$ cat src/rtl/minmax_pkg.sv
// Package minmax_pkg
// Holds the shared widths and the decoded form of the operation code.
// Assumes the code is packed MSB-first as {word, signed, max}.
package minmax_pkg;
    localparam int DATA_W = 64;
    localparam int WORD_W = 32;
    localparam int CODE_W = 3;

    typedef struct packed {
        logic word_cmp;
        logic signed_cmp;
        logic pick_max;
    } mm_mode_t;

    function automatic mm_mode_t decode_code(input logic [CODE_W-1:0] code);
        mm_mode_t m;
        m.word_cmp   = code[2];
        m.signed_cmp = code[1];
        m.pick_max   = code[0];
        return m;
    endfunction
endpackage

$ cat src/rtl/minmax_keygen.sv
// Module minmax_keygen
// Turns an operand into an unsigned compare key. In word mode the upper
// half is zeroed. In signed mode the sign bit at the active width is
// inverted. Assumes WORD_W < DATA_W.
module minmax_keygen #(
    parameter int DATA_W = 64,
    parameter int WORD_W = 32
) (
    input  logic [DATA_W-1:0] operand,
    input  logic              word_cmp,
    input  logic              signed_cmp,
    output logic [DATA_W-1:0] key
);
    localparam int HI_W = DATA_W - WORD_W;

    // build the key: mask to width, then bias the sign bit
    always_comb begin
        if (word_cmp) begin
            key = {{HI_W{1'b0}}, operand[WORD_W-1:0]};
            key[WORD_W-1] = operand[WORD_W-1] ^ signed_cmp;
        end else begin
            key = operand;
            key[DATA_W-1] = operand[DATA_W-1] ^ signed_cmp;
        end
    end
endmodule

$ cat src/rtl/minmax_compare.sv
// Module minmax_compare
// Compares two unsigned keys and picks an operand. For max, A wins only
// when key A > key B; for min, A wins only when key A < key B. Ties pick B.
module minmax_compare #(
    parameter int DATA_W = 64
) (
    input  logic [DATA_W-1:0] key_a,
    input  logic [DATA_W-1:0] key_b,
    input  logic              pick_max,
    output logic              take_a
);
    // strict compare in the chosen direction
    always_comb begin
        if (pick_max) take_a = key_a > key_b;
        else          take_a = key_a < key_b;
    end
endmodule

$ cat src/rtl/minmax_unit.sv
// Module minmax_unit (top)
// Registered min/max select. Assumes a synchronous active-low reset that
// clears only the valid flag. The data register loads on in_valid only.
module minmax_unit
    import minmax_pkg::*;
#(
    parameter int DW = DATA_W,
    parameter int WW = WORD_W
) (
    input  logic          clk,
    input  logic          rst_n,
    input  logic          in_valid,
    input  logic [DW-1:0] op_a,
    input  logic [DW-1:0] op_b,
    input  logic [2:0]    op_code,
    output logic          res_valid,
    output logic [DW-1:0] res_data
);
    mm_mode_t      mode;
    logic [DW-1:0] key_a, key_b, pick;
    logic          take_a;

    // split the operation code into its three controls
    always_comb mode = decode_code(op_code);

    minmax_keygen #(.DATA_W(DW), .WORD_W(WW)) u_key_a (
        .operand(op_a), .word_cmp(mode.word_cmp),
        .signed_cmp(mode.signed_cmp), .key(key_a));
    minmax_keygen #(.DATA_W(DW), .WORD_W(WW)) u_key_b (
        .operand(op_b), .word_cmp(mode.word_cmp),
        .signed_cmp(mode.signed_cmp), .key(key_b));
    minmax_compare #(.DATA_W(DW)) u_cmp (
        .key_a(key_a), .key_b(key_b), .pick_max(mode.pick_max),
        .take_a(take_a));

    // forward the whole winning operand
    always_comb pick = take_a ? op_a : op_b;

    // valid flag register
    always_ff @(posedge clk) begin
        if (!rst_n) res_valid <= 1'b0;
        else        res_valid <= in_valid;
    end

    // result register, loaded only on a request
    always_ff @(posedge clk) begin
        if (in_valid) res_data <= pick;
    end

    // reset clears valid on the following edge
    a_r1_reset_clears: assert property (@(posedge clk)
        !rst_n |=> !res_valid);
    // valid follows the request one cycle later
    a_r2_latency: assert property (@(posedge clk) disable iff (!rst_n)
        in_valid |=> res_valid);
    // the result equals one of the two operands that were sampled
    a_r8_is_operand: assert property (@(posedge clk) disable iff (!rst_n)
        in_valid |=> (res_data == $past(op_a) || res_data == $past(op_b)));
    // when the operands are identical, the result is B
    a_r5_tie_b: assert property (@(posedge clk) disable iff (!rst_n)
        (in_valid && op_a == op_b) |=> res_data == $past(op_b));
    // the result holds while no request is made
    a_r9_hold: assert property (@(posedge clk) disable iff (!rst_n)
        !in_valid |=> $stable(res_data));
endmodule

$ cat config.mk
export PLATFORM = sky130hd
export DESIGN_NAME = minmax_unit
export DESIGN_NICKNAME = d
export VERILOG_FILES = /design/src/rtl/minmax_pkg.sv /design/src/rtl/minmax_keygen.sv /design/src/rtl/minmax_compare.sv /design/src/rtl/minmax_unit.sv
export SDC_FILE = /design/constraint.sdc
export NUM_CORES = 1
export LEC_CHECK = 0
export BUFFER_PORTS_ARGS = -buffer_cell sky130_fd_sc_hd__buf_2
export CAP_MARGIN = 40
export CORE_ASPECT_RATIO = 0.8
export CORE_MARGIN = 1
export CORE_UTILIZATION = 52
export CTS_BUF_LIST = sky130_fd_sc_hd__clkbuf_4
export DETAILED_ROUTE_END_ITERATION = 8
export HOLD_SLACK_MARGIN = 0.15
export PLACE_DENSITY_LB_ADDON = 0.15
export SLEW_MARGIN = 20
export SYNTH_ARGS = -nofsm -noshare
export SYNTH_HDL_FRONTEND = slang
export SYNTH_HIERARCHICAL = 1
export SYNTH_SLANG_ARGS = --single-unit
$ cat constraint.sdc
create_clock -name clk -period 4.8 [get_ports clk]
set_clock_uncertainty 0.2 [all_clocks]
set_input_delay 0.96 -clock clk [delete_from_list [all_inputs] [get_ports clk]]
set_output_delay 0.96 -clock clk [all_outputs]
set_load 0.02 [all_outputs]
==> impl_metrics.env <==
export IMPL_netlist_area_mm2=0.00559
export IMPL_drc=0
export IMPL_die_w_um=118
export IMPL_critPathRequiredTime_ps=4780
export IMPL_status="finished, final reports clean"
export IMPL_finalPower_mw=1.78
export IMPL_drv_slew=0
export IMPL_start_util_pct=54.0
export IMPL_nNetsFinal=839
export IMPL_syn_to_final_growth_pct=14.3
export IMPL_first_pass_iters=4
export IMPL_multiInputGateArea_mm2=0.00279
export IMPL_dr_wl_met3_um=727
export IMPL_max_clock_freq_mhz=247
export IMPL_fillerInstances=886
export IMPL_dr_wl_met2_um=5570
export IMPL_ctsHoldBuffers=0
export IMPL_hold_violations=0
export IMPL_place_ws_ps=314
export IMPL_grt_overflow_total=0
export IMPL_setup_slack_ps=753
export IMPL_power_density_mw_per_mm2=278
export IMPL_cts_sinks=65
export IMPL_antenna_left=0
export IMPL_drtIter0Drc=181
export IMPL_ir_worst_vdd_uv=200
export IMPL_final_util_pct=61.7
export IMPL_min_period_over_period_pct=84.3
export IMPL_drv_cap=0
export IMPL_final_area_mm2=0.00639
export IMPL_grt_pass1_wl_um=18200
export IMPL_dp_hpwl_um=9100
export IMPL_synth_area_leaders="edfxtp_1 (34%), mux2_4 (16%), ha_1 (14%)"
export IMPL_slew_headroom_pct=55.3
export IMPL_syn_inst=503
export IMPL_rows=33
export IMPL_worstPathCellList="buf_2, buf_12, nor2b_1, inv_1, ha_1, nand4_1, nor4_2, and3_1, and4bb_1, a221o_1, a21oi_2, mux2i_4, buf_12, mux2_2"
export IMPL_grt_pass1_vias=3939
export IMPL_synth_seq_cells=65
export IMPL_cp_max_fo=66
export IMPL_setup_viol=0
export IMPL_critPathTopFamily="simple AND/OR/NAND/NOR gates"
export IMPL_antenna_found_initial=1
export IMPL_mostFrequentLayoutCells="buf_2 (197), inv_1 (65), edfxtp_1 (64), ha_1 (64), nor2b_1 (62)"
export IMPL_crit_path_max_incr_delay_ps=440
export IMPL_place_congestion=0.800
export IMPL_htree_levels=3
export IMPL_path_buf_inv=4
export IMPL_die_h_um=94.8
export IMPL_vias=3901
export IMPL_routed_wl_um=11700
export IMPL_portBuffers=198
export IMPL_crit_arrival_ps=4030
export IMPL_ctsResizeCount=0
export IMPL_boundaryPins=199
export IMPL_dieArea_mm2=0.0112
export IMPL_synth_cell_type_count=38
export IMPL_synth_top_area_cell="edfxtp_1"
export IMPL_layout_commonest_cell="buf_2"
export IMPL_path_common_cell="buf_12"
export IMPL_cp_slowest_cell="nor4_2"
export IMPL_seqCellArea_mm2=0.00194
export IMPL_grt_use_total_pct=21.0
export IMPL_coreArea_mm2=0.0104
export IMPL_wl_per_cell_um=14.8
export IMPL_top_layer_used="met4"
export IMPL_post_cts_repair_setup_buffers=0
export IMPL_crit_path_start="op_code[2]"
export IMPL_start_kind="input pin"
export IMPL_avgSynthCellArea_um2=11.1
export IMPL_wl_met1_um=5110
export IMPL_cp_num_cells=14
export IMPL_yosysTopAreaCellShare_pct=34.4
export IMPL_yosys_warnings=6
export IMPL_leakagePower_nw=3.17
export IMPL_numCtsBuffers=9
export IMPL_min_period_ps=4050
export IMPL_crit_path_end="res_data[62]"
export IMPL_ctsLongestPathBuffers=2
export IMPL_rsz0062_at_grt="false"
export IMPL_synth_fp_nets=701
export IMPL_layout_drive_gt1_share_pct=44.4
export IMPL_min_path_type="in -> reg"
export IMPL_cts_tree="yes"
export IMPL_worst_setup_path_type="in -> reg"
export IMPL_tns_ps=0
export IMPL_crit_path_end_kind="flop"
export IMPL_grt_max_degree=67
export IMPL_yosysSeqAreaShare_pct=34.7
export IMPL_placedInstanceArea_mm2=0.00621
export IMPL_worstMarginPinSlew_ps=670
export IMPL_cts_clk_slew_worst_paths_ps=100
export IMPL_via_per_inst=4.96
export IMPL_cts_root_buf="clkbuf_4"
## Yosys cell counts (all sizes together)
library cell,count
buf,75
inv,65
edfxtp,64
ha,64
mux2,64
nor2b,63
a21oi,27
nand2,18
nand4,12
nand3,6
nor2,6
o21ai,6
a21o,4
nor4,4
o211ai,4
xnor2,4
a211oi,3
a22oi,2
a2111oi,1
a21bo,1
a221o,1
a221oi,1
and2,1
and3,1
and4,1
and4bb,1
dfxtp,1
mux2i,1
nor3,1
or4b,1
## area by class of cell
class | count | share of cell area [%]
multi-input cells | 298 | 43.7
flip-flops and latches | 65 | 30.4
repair buffers | 202 | 16.6
inverters | 65 | 3.82
well taps | 140 | 2.74
clock inverters | 7 | 1.70
clock buffers | 9 | 1.06
diodes | 1 | 0.0391
## power breakdown
part	internal [mW]	switching [mW]
logic	0.283	0.303
registers	0.706	0.0156
clock network	0.259	0.210
## layer usage
layer,vias up,GRT usage [%]
li1,1962,-
met3,23,6.64
met5,-,0
met2,128,36.6
met4,0,7.69
met1,1788,24.5
## registers in the layout, indices dropped and copies added (netlist names)
signal and cells:
res_data 64, res_valid 1
## stage by stage
step                      hold WS [ps]  cells
final                              547    787
after global routing               515    786
after CTS                          517    786
after detailed placement           971    770
after global placement             969    770
after floorplan                    872    503
## cell families after synthesis
group	count (synthesis)	synth area share (%)
xor+xnor	4	0.626
mux	65	17.1
compound gates	50	5.55
simple gates	115	12.1
buf+inv	140	15.6
flops	65	34.7
fa+ha+maj	64	14.3
## how the worst min path moves through the flow
stage                        start     endpoint  slack, ps  depth (start not counted)
after floorplan           in_valid  res_data[0]        870                          0
after global placement       rst_n    res_valid        970                          2
after detailed placement     rst_n    res_valid        970                          2
after CTS                    rst_n    res_valid        520                          2
after global routing         rst_n    res_valid        520                          2
final                        rst_n    res_valid        550                          2
(Power assumes the default switching activity.)
